## config.mk

```make
export PLATFORM = sky130hd
export DESIGN_NAME = rcnt_mem_slave
export DESIGN_NICKNAME = d
export VERILOG_FILES = /design/src/rtl/rcnt_mem_slave.sv
export SDC_FILE = /design/constraint.sdc
export NUM_CORES = 1
export LEC_CHECK = 0
export ABC_AREA = 1
export BUFFER_PORTS_ARGS = -buffer_cell sky130_fd_sc_hd__buf_2
export CORE_MARGIN = 3
export CORE_UTILIZATION = 61
export CTS_CLUSTER_DIAMETER = 200
export DETAILED_ROUTE_END_ITERATION = 8
export PLACE_DENSITY = 0.8
export REMOVE_ABC_BUFFERS = 1
export SLEW_MARGIN = 20
export SYNTH_ARGS = -nofsm -noshare
export SYNTH_HDL_FRONTEND = slang
export SYNTH_SLANG_ARGS = --single-unit
```

## constraint.sdc

```tcl
create_clock -name clk -period 2.8 [get_ports clk]
set_input_delay 0.56 -clock clk [delete_from_list [all_inputs] [get_ports clk]]
set_output_delay 0.56 -clock clk [all_outputs]
set_load 0.02 [all_outputs]
```

## src/rtl/rcnt_mem_slave.sv

```systemverilog
module rcnt_mem_slave #(
  parameter int AW       = 4,
  parameter int DW       = 16,
  parameter int LATENCY  = 3,
  parameter int RD_LEVEL = 1,
  parameter int WR_LEVEL = 1
) (
  input  logic          clk,
  input  logic          rst,
  input  logic [AW-1:0] addr,
  input  logic [31:0]   wdata,
  input  logic          rd,
  input  logic          wr,
  output logic [31:0]   rdata,
  output logic [1:0]    busy_cnt,
  output logic [1:0]    rd_level,
  output logic [1:0]    wr_level
);
  localparam int         DEPTH = 1 << AW;
  localparam logic [2:0] LAT   = 3'(LATENCY);

  logic [DW-1:0] mem [DEPTH];
  logic [AW-1:0] addr_q;
  logic [DW-1:0] wdata_q;
  logic          is_wr_q;
  logic [2:0]    rem;
  logic [DW-1:0] rword;

  wire accept = (rem == 3'd0) && (rd || wr);
  wire finish = (rem == 3'd1);

  always_ff @(posedge clk) begin
    if (rst) begin
      rem     <= '0;
      rword   <= '0;
      addr_q  <= '0;
      wdata_q <= '0;
      is_wr_q <= 1'b0;
      for (int i = 0; i < DEPTH; i++) mem[i] <= '0;
    end else begin
      if (finish) begin
        if (is_wr_q) mem[addr_q] <= wdata_q;
        else         rword       <= mem[addr_q];
      end
      if (accept) begin
        rem     <= LAT;
        addr_q  <= addr;
        wdata_q <= wdata[DW-1:0];
        is_wr_q <= wr;
      end else if (rem != 3'd0) begin
        rem <= rem - 3'd1;
      end
    end
  end

  assign rdata    = 32'(rword);
  assign busy_cnt = (rem > 3'd3) ? 2'd3 : rem[1:0];
  assign rd_level = 2'(RD_LEVEL);
  assign wr_level = 2'(WR_LEVEL);

  assert_reset_clear_R1: assert property (@(posedge clk)
    $past(rst) |-> (busy_cnt == 2'd0 && rdata == 32'd0));

  assert_count_step_R3: assert property (@(posedge clk) disable iff (rst)
    (busy_cnt == 2'd1 || busy_cnt == 2'd2) |=> busy_cnt == $past(busy_cnt) - 2'd1);

  assert_count_sat_R3: assert property (@(posedge clk) disable iff (rst)
    (busy_cnt == 2'd3) |=> busy_cnt >= 2'd2);

  assert_rdata_hold_R5: assert property (@(posedge clk) disable iff (rst)
    (busy_cnt != 2'd1) |=> $stable(rdata));

  assert_idle_stays_R7: assert property (@(posedge clk) disable iff (rst)
    (busy_cnt == 2'd0 && !rd && !wr) |=> busy_cnt == 2'd0);

  assert_busy_ignores_R8: assert property (@(posedge clk) disable iff (rst)
    (busy_cnt != 2'd0 && busy_cnt != 2'd3) |=> busy_cnt != 2'd3);
endmodule

```

# Yosys cells after proc, flatten, opt, wreduce, memory -nomap -nowiden
# Memory sizes are Yosys's and may differ from the RTL's. A register that Yosys moved wholly into a read port is not among the register bits.
# Cells that the tools add are included.
[classes]
add_sub_neg = 1
magnitude_cmp = 1
eq_ne = 1
mux = 12
n_bitwise = 1
n_reduce_logical = 8
[op_table]
columns = ["op", "count"]
rows = [
  ["$mux W16", 1],
  ["$reduce_or A16 Y1", 1],
  ["$mux W1", 7],
  ["$mux W2", 3],
  ["$mux W4", 1],
  ["$eq A3 B1 Y1 const B", 1],
  ["$gt A3 B2 Y1 const B", 1],
  ["$logic_not A3 Y1", 1],
  ["$reduce_bool A3 Y1", 1],
  ["$sub A3 B1 Y3 const B", 1],
  ["$reduce_and A2 Y1", 1],
  ["$reduce_bool A2 Y1", 1],
  ["$reduce_or A2 Y1", 1],
  ["$logic_and A1 B1 Y1", 1],
  ["$logic_or A1 B1 Y1", 1],
  ["$not A1 Y1", 1],
]
[totals]
ff_bits = 24
ram_bits = 256
out_inout_bits = 38
wordCells = 30
memories = 1
[memory_table]
columns = ["name", "depth", "width", "read_ports", "rd_clocked_by_memory_dff", "write_ports", "line", "rtl"]
rows = [
  ["mem", 16, 16, 1, 1, 16, "22", "logic [DW-1:0] mem [DEPTH];"],
]

# Longest topological paths before layout
# Gate-level depths: netlist of the first run.
[depth]
depth_word = 6
ltp_mapped = 11
ltp_nobuf = 9

# Least setup slack after synthesis of the first run
# Ideal clock, no wire load.
[synth_path]
kind = "input -> register"
startpoint = "input port rst"
endpoint = "memory mem[0][0] (enable)"
setup_ns = 0.372
t_arrival_ns = 1.810
required_ns = 2.428
slack_ns = 0.618
path_stages = 6
cell_sequence = "inv_2 nand4_4 nor3_2 nand2_2 buf_6 nand2_1"
[synth_lines]
columns = ["element", "line", "rtl"]
rows = [
  ["start, declared", "9", "input logic rst,"],
  ["end, declared", "22", ""],
]

==> metrics.cfg, run 1 <==
[status]
status = finished clean

[clocking]
post_cts_resized = 0
cts_setup_buffers = 0
insertion_delay_ns = 0.54
cts-root-buf = clkbuf_16
cts_hold_buf = 0
clkSinkCount = 296
cts_tree = yes
cts_buffers = 29
htree_levels = 1
cts.path.max_buffers = 3
path_clk_slew_ns = 0.06

[sta]
hold_slack_ns = 0.2293
grt_setup_unrepaired = no
skew_ns = 0.006492
fin_ws_ns = 0.3827
period_share_pct = 86.33
max_freq_ghz = 0.4137
finalSetupViolations = 0
relSlewSlack_pct = 39.06
hold_viol_final = 0
tightest_slew_ns = 0.9141
drv_slew = 0
period_needed_ns = 2.417

[layout]
fillCellCount = 1590
nets = 1509
syn_to_final_growth_pct = 8.591
antenna_cells = 0
drive_above_1_share_pct = 9.677

[job]
max-cap-violations = 0

[worst_setup_path]
crit_family = simple AND/OR/NAND/NOR gates
cp.required_ns = 2.98
crit_chain = inv_1 -> ha_1 -> nand4_4 -> nor3_2 -> nand2_2 -> nand2_1
slowest_stage = nand2_1
slowest_delay_ns = 0.52
setup.worst_path.end_class = register
cp_num_buf_inv = 1
critPathMaxFanout = 17
worst-endpoint-arrival_ns = 2.59
criticalPathCategory = register to register
start_kind = register

[logic_synthesis]
yosysWarnings = 0
ys_seq_area_share_pct = 63.42
synth-seq-cells = 296
synth_cells = 1456
synth_top_area_cell = edfxtp_1
synth-edff-count = 256
async_flop_share_pct = 0
yosys_most_used_dff = edfxtp_1
synthTopCellsByCount = nand2_1, nor2_1, edfxtp_1
synthDistinctLibCells = 25
synth_most_common_cell = nand2_1
synthTopCellsByArea = edfxtp_1, nand2_1, nor2_1
synth_area_per_cell_sq_um = 9.192
synth_top_area_share_pct = 57.44
synth_area_sq_um = 13380

[floorplanning]
start_util_pct = 62.88
num_io_pins = 78
chipWidth_um = 154.1
die_area_sq_um = 23750
design.core.area_sq_um = 21290
rows = 53
die-height_um = 154.1

[hold_path]
hold_path.class = input pin to register

[place]
io_buffers = 41
place_congestion = 0.9346
dp_hpwl_um = 19540
place_ws_ns = 0.3435

[detailed_routing]
met3_length_um = 3615
ant_nets = 0
drtIter0Drc = 1246
viasPerCell = 5.634
top_layer = met4
drtPass1Iterations = 6
vias = 9932
dr_wl_met2_um = 15040
wl_per_cell_um = 18.40
met1_length_um = 12540
drc = 0
wl_um = 32440

[power_and_ir_drop]
power.density_nw_per_um2 = 791.8
vdd.ir_drop.worst_v = 0.0004946
leakage_nw = 5.932

[grt]
grt_pass1_vias = 9285
grt_pass1_wl_um = 49750
grt_max_degree = 111
antenna_found_initial = 0
gr-total-overflow = 0
grt_usage_pct = 26.96

==> registers in the layout (all words and copies together), names as in the netlist <==
name,flops
rem,3
addr_q,4
rword,16
is_wr_q,1
mem,256
wdata_q,16
==> power breakdown <==
| part | leakage, nW | switching (mW) | internal, mW | total, mW |
|---|---|---|---|---|
| logic | 2.54 | 2.13 | 0.586 | 2.72 |
| clock network | 0.422 | 1.58 | 2.02 | 3.60 |
| registers | 2.97 | 0.116 | 5.07 | 5.18 |
| total | 5.93 | 3.83 | 7.68 | 11.5 |
==> placed cells by master (no fill, tap or decap), types with 2 or more instances in the layout <==
cell,instances
clkbuf_16,29
nor3_4,2
nor2_1,292
buf_4,37
inv_1,8
clkinv_2,6
ha_1,3
nand2_1,536
dfxtp_1,38
buf_2,41
clkbuf_1,11
inv_2,2
nand2_2,16
nand4_1,16
nand3_1,80
clkinv_1,20
nor3_2,2
o21ai_0,38
conb_1,20
a21oi_1,23
edfxtp_1,256
==> worst reg2reg max path, delay by kind of cell (launching register included) <==
kind,cells,cell delay [ns]
adders and majority gates,1,0.24
buffers and inverters,1,0.12
DFF,1,0.30
and+or+nand+nor,4,1.39
==> worst paths after layout <==
path	start	end	slack, ns	cells after the start
worst max-delay path	rem[1]$_SDFFE_PP0P_	mem[2][1]$_SDFFCE_PN0P_	0.38	6
worst min register to register	addr_q[2]$_SDFFE_PP0P_	addr_q[2]$_SDFFE_PP0P_	0.51	2
worst max register to register	rem[1]$_SDFFE_PP0P_	mem[2][1]$_SDFFCE_PN0P_	0.38	6
worst min-delay path	rst	is_wr_q$_SDFFE_PP0P_	0.23	2
==> through the flow <==
step / utilization [%] / setup TNS (ns) / power (mW) / area, sq um / cells
after floorplan: - / -967.26 / 6.902 / 12810 / 1356
after global placement: 64.22 / 0 / 7.867 / 13670 / 1710
after detailed placement: 64.22 / 0 / 7.931 / 13670 / 1710
after CTS: 68.28 / 0 / 11.47 / 14530 / 1763
after global routing: 68.28 / 0 / 11.98 / 14530 / 1763
final: 68.28 / 0 / 11.51 / 14530 / 1763
==> routing by layer <==
layer,track usage [%],vias to the layer above
met5,0,-
met4,10.18,0
met3,4.728,84
met2,43.01,584
met1,37.52,4564
li1,-,4700
==> final cells by class <==
| cell class | instances | area (sq um) | share of cell area [%] |
|---|---|---|---|
| Clock inverter | 12 | 82.58 | 0.5682 |
| Clock buffer | 41 | 780.7 | 5.372 |
| Multi-Input combinational cell | 1033 | 4227 | 29.08 |
| Sequential cell | 296 | 8493 | 58.44 |
| Timing Repair Buffer | 79 | 503.0 | 3.461 |
| Tap cell | 275 | 344.1 | 2.367 |
| Inverter | 27 | 103.9 | 0.7145 |
==> cell families (layout without fill, tap and decap cells) <==
logic type	after synthesis	after routing	share of synthesized area (%)
adders and majority gates	3	3	0.2805
DFF	296	296	63.42
xor gates and xnor gates	1	1	0.06545
other	2	20	0.05611
and+or+nand+nor	948	948	28.37
AOI/OAI and AO/OA	61	61	2.281
buffers and inverters	145	159	5.525
Power figures use the tool's default switching activity.
==> run 2: changes to the inputs <==
CAP_MARGIN = 30   (was not set)
CORE_UTILIZATION = 63   (was 61)
CTS_BUF_LIST = sky130_fd_sc_hd__clkbuf_8   (was not set)
PLACE_DENSITY = 0.82   (was 0.8)
==> metrics.cfg, run 2 (synthesis results as in run 1) <==
[floorplanning]
start_util_pct = 65.10
die_area_sq_um = 23030
chipWidth_um = 151.8
die-height_um = 151.8
rows = 52
design.core.area_sq_um = 20560
num_io_pins = 78

[job]
max-cap-violations = 0

[detailed_routing]
drtPass1Iterations = 9
wl_um = 33370
drc = 1
drtIter0Drc = 1209
vias = 10230
ant_nets = 0
viasPerCell = 5.690
wl_per_cell_um = 18.56

[layout]
final_cell_mix = nand2_1, nor2_1, edfxtp_1
nets = 1534
antenna_cells = 0
largest_reg_flops = 256
reg_top3 = mem: 256 flops, rword: 16 flops, wdata_q: 16 flops
syn_to_final_growth_pct = 8.834
final_common_cell = nand2_1
post-route-util_pct = 70.85
drive_above_1_share_pct = 10.99
fillCellCount = 1530
largest-register = mem

[sta]
max_freq_ghz = 0.3986
hold_viol_final = 0
drv_slew = 0
finalSetupViolations = 0
period_needed_ns = 2.509
relSlewSlack_pct = 38.24
grt_setup_unrepaired = no
tightest_slew_ns = 0.9264
skew_ns = 0.03106
period_share_pct = 89.60
fin_ws_ns = 0.2912

[grt]
grt_pass1_wl_um = 51640
gr-total-overflow = 0
grt_usage_pct = 29.76
grt_pass1_vias = 9807
antenna_found_initial = 0
grt_max_degree = 114

[clocking]
cts_hold_buf = 0
cts_setup_buffers = 0
cts_tree = yes
post_cts_resized = 0
cts.path.max_buffers = 3
insertion_delay_ns = 0.57
htree_levels = 2
path_clk_slew_ns = 0.06
cts-root-buf = clkbuf_8
cts_buffers = 46
clkSinkCount = 296

[power_and_ir_drop]
pwr-share-seq_pct = 46.5
leakage_nw = 6.047
p_int_mw = 7.354
power.total_mw = 11.21
power_frac_comb_pct = 24.0
p_clk_share_pct = 29.4
vdd.ir_drop.worst_v = 0.0005983
power.density_nw_per_um2 = 769.7
switchingPower_mw = 3.858
p_sw_share_pct = 34.41

[place]
dp_hpwl_um = 20480
place_ws_ns = 0.2208
place_congestion = 0.9261
io_buffers = 41

[status]
status = finished, violations left
failed_checks = DRC

[worst_setup_path]
setup.worst_path.end_class = register
critPathMaxFanout = 17
worst-endpoint-arrival_ns = 2.75
start_kind = register
criticalPathCategory = register to register
cp.required_ns = 3.04

[hold_path]
hold_path.class = input pin to register

run 2: changes by cell type in the layout (fill, tap and decap cells not counted):
cell,change
clkinv_2,-4
clkinvlp_4,-1
clkinv_1,+9
clkbuf_16,-29
clkbuf_1,-11
buf_4,+8
bufinv_16,-1
clkbuf_8,+51
inv_1,+18
run 2: stage by stage:
step / std cells / instance area, sq um / TNS (ns) / hold slack [ns]
finish: 1798 / 14570 / 0 / 0.1941
global route: 1798 / 14570 / 0 / 0.1909
CTS: 1798 / 14570 / 0 / 0.1737
detailed placement: 1713 / 13720 / 0 / 0.4966
global placement: 1713 / 13720 / 0 / 0.4890
floorplan: 1356 / 12810 / -967.26 / 0.4730
run 2: power groups by stage:
stage | clock network, mW | registers [mW] | logic (mW)
6_report | 3.30 | 5.22 | 2.69
3_5_place_dp | 0 | 5.31 | 2.62
5_1_grt | 3.51 | 5.24 | 2.93
2_1_floorplan | 0 | 5.47 | 1.43
4_1_cts | 3.31 | 5.22 | 2.63
3_3_place_gp | 0 | 5.29 | 2.56
run 2: metal layers:
layer / routed length [um] / share of wire [%] / vias up / global-route usage (%)
met1: 12730 / 38 / 4727 / 40.06
met4: 1291 / 3.9 / 0 / 12.94
met5: 0 / 0 / - / 0
met2: 15590 / 47 / 640 / 47.58
li1: - / - / 4766 / -
met3: 3754 / 11 / 97 / 5.979
run 2: final timing paths:
path	startpoint	endpoint	slack, ns	cells after the start
max	rem[1]$_SDFFE_PP0P_	mem[8][5]$_SDFFCE_PN0P_	0.29	7
min	rst	is_wr_q$_SDFFE_PP0P_	0.19	2
min reg2reg	addr_q[2]$_SDFFE_PP0P_	addr_q[2]$_SDFFE_PP0P_	0.51	2
max reg2reg	rem[1]$_SDFFE_PP0P_	mem[8][5]$_SDFFCE_PN0P_	0.29	7
run 2: cell type report:
cell class                      instances  area [sq um]  share of cell area (%)
Multi-Input combinational cell       1033          4227                   29.02
Sequential cell                       296          8493                   58.31
Tap cell                              270         337.8                   2.319
Timing Repair Buffer                   87         563.0                   3.865
Clock buffer                           52         715.7                   4.913
Clock inverter                         33         126.4                  0.8675
Inverter                               27         103.9                  0.7129
run 2: critical path: stages, from the launching register on:
cell and delay (ns):
dfxtp_1 0.30, inv_1 0.12, ha_1 0.23, nand4_4 0.18, nor3_2 0.53, nand2_2 0.40
nand2_1 0.14, buf_4 0.27
==> run 3: changes to the inputs <==
CORE_UTILIZATION = 61   (was 63)
CTS_BUF_LIST = sky130_fd_sc_hd__clkbuf_4 sky130_fd_sc_hd__clkbuf_8 sky130_fd_sc_hd__clkbuf_16   (was sky130_fd_sc_hd__clkbuf_8)
PLACE_DENSITY = 0.8   (was 0.82)
RECOVER_POWER = 25   (was not set)
==> metrics.cfg, run 3 (synthesis results as in run 1) <==
[status]
status = finished clean

[layout]
drive_above_1_share_pct = 8.333
largest-register = mem
final_area_sq_um = 14500
post-route-util_pct = 68.13
reg_top3 = mem: 256 flops, rword: 16 flops, wdata_q: 16 flops
nets = 1509
antenna_cells = 0
syn_to_final_growth_pct = 8.358
fillCellCount = 1605
largest_reg_flops = 256
final_cell_mix = nand2_1, nor2_1, edfxtp_1
final_common_cell = nand2_1
fin_cells = 1763

[sta]
drv_slew = 0
tns_ns = 0
tightest_slew_ns = 0.9684
grt_setup_unrepaired = no
relSlewSlack_pct = 35.44
hold_slack_ns = 0.2223
skew_ns = 0.008334
period_needed_ns = 2.418
max_freq_ghz = 0.4135
fin_ws_ns = 0.3819
finalSetupViolations = 0
hold_viol_final = 0
period_share_pct = 86.36

[detailed_routing]
drtPass1Iterations = 6
ant_nets = 0
met3_length_um = 3754
vias = 9984
wl_per_cell_um = 18.51
viasPerCell = 5.663
top_layer = met4
drc = 0
drtIter0Drc = 1319
dr_wl_met2_um = 15090
wl_um = 32640
met1_length_um = 12580

[worst_setup_path]
criticalPathCategory = register to register
setup.worst_path.end_class = register
critPathMaxFanout = 16
cp.required_ns = 2.97
crit_chain = inv_1 -> ha_1 -> nand4_4 -> nor3_1 -> clkbuf_1 -> nand2_2 -> nand2_1
crit_family = simple AND/OR/NAND/NOR gates
cp_num_buf_inv = 2
slowest_stage = nand2_1
reg2reg_slack_ns = 0.38
slowest_delay_ns = 0.59
worst-endpoint-arrival_ns = 2.59
start_kind = register

[place]
place_congestion = 0.9346
dp_cells = 1710
dp_hpwl_um = 19540
place_ws_ns = 0.3435
io_buffers = 41
placed_area_sq_um = 13670

[clocking]
clkSinkCount = 296
cts_hold_buf = 0
cts_tree = yes
insertion_delay_ns = 0.54
cts-root-buf = clkbuf_16
cts_setup_buffers = 0
htree_levels = 1
cts.path.max_buffers = 3
path_clk_slew_ns = 0.06
post_cts_resized = 0
cts_buffers = 29

[power_and_ir_drop]
power.density_nw_per_um2 = 801.5
vdd.ir_drop.worst_v = 0.0004929
leakage_nw = 5.864
power.total_mw = 11.62

[grt]
grt_pass1_vias = 9344
grt_pass1_wl_um = 49700
antenna_found_initial = 0
grt_usage_pct = 26.92
gr-total-overflow = 0
grt_max_degree = 111

[hold_path]
hold_path.class = input pin to register

[floorplanning]
num_io_pins = 78
die-height_um = 154.1
chipWidth_um = 154.1
die_area_sq_um = 23750
start_util_pct = 62.88
design.core.area_sq_um = 21290
rows = 53

[job]
max-cap-violations = 0

run 3: cell count changes in the layout (fill, tap and decap cells not counted), moves of 9 or more:
cell | before | now
buf_2 | 41 | 24
buf_4 | 45 | 26
clkbuf_1 | 0 | 28
clkbuf_16 | 0 | 29
clkbuf_4 | 0 | 11
clkbuf_8 | 52 | 1
clkinv_1 | 29 | 20
inv_1 | 26 | 8
run 3: cell type report:
type | count | area, sq um | share of cell area, %
Sequential cell | 296 | 8493 | 58.56
Timing Repair Buffer | 79 | 440.4 | 3.037
Clock inverter | 12 | 82.58 | 0.5694
Multi-Input combinational cell | 1033 | 4217 | 29.07
Inverter | 27 | 103.9 | 0.7161
Clock buffer | 41 | 822.0 | 5.668
Tap cell | 275 | 344.1 | 2.373
run 3: worst register-to-register path, cell delays in order, from the launching register on:
cell and delay (ns):
dfxtp_1 0.30, inv_1 0.12, ha_1 0.24, nand4_4 0.19
nor3_1 0.19, clkbuf_1 0.33, nand2_2 0.09, nand2_1 0.59
run 3: report_power, final:
group | internal [mW] | switching (mW) | total (mW)
Combinational | 0.565 | 2.15 | 2.71
Clock | 2.13 | 1.60 | 3.73
Sequential | 5.07 | 0.118 | 5.19
run 3: final timing paths:
kind / start / end / depth (start not counted)
worst min register to register: addr_q[2]$_SDFFE_PP0P_ / addr_q[2]$_SDFFE_PP0P_ / 2
worst min-delay path: rst / is_wr_q$_SDFFE_PP0P_ / 2
worst max-delay path: rem[1]$_SDFFE_PP0P_ / mem[8][9]$_SDFFCE_PN0P_ / 7
worst max register to register: rem[1]$_SDFFE_PP0P_ / mem[8][9]$_SDFFCE_PN0P_ / 7
run 3: metal layers:
layer | GRT usage (%) | up-vias
met5 | 0 | -
met4 | 10.05 | 0
met3 | 4.841 | 85
met2 | 43.28 | 609
met1 | 37.11 | 4593
li1 | - | 4697
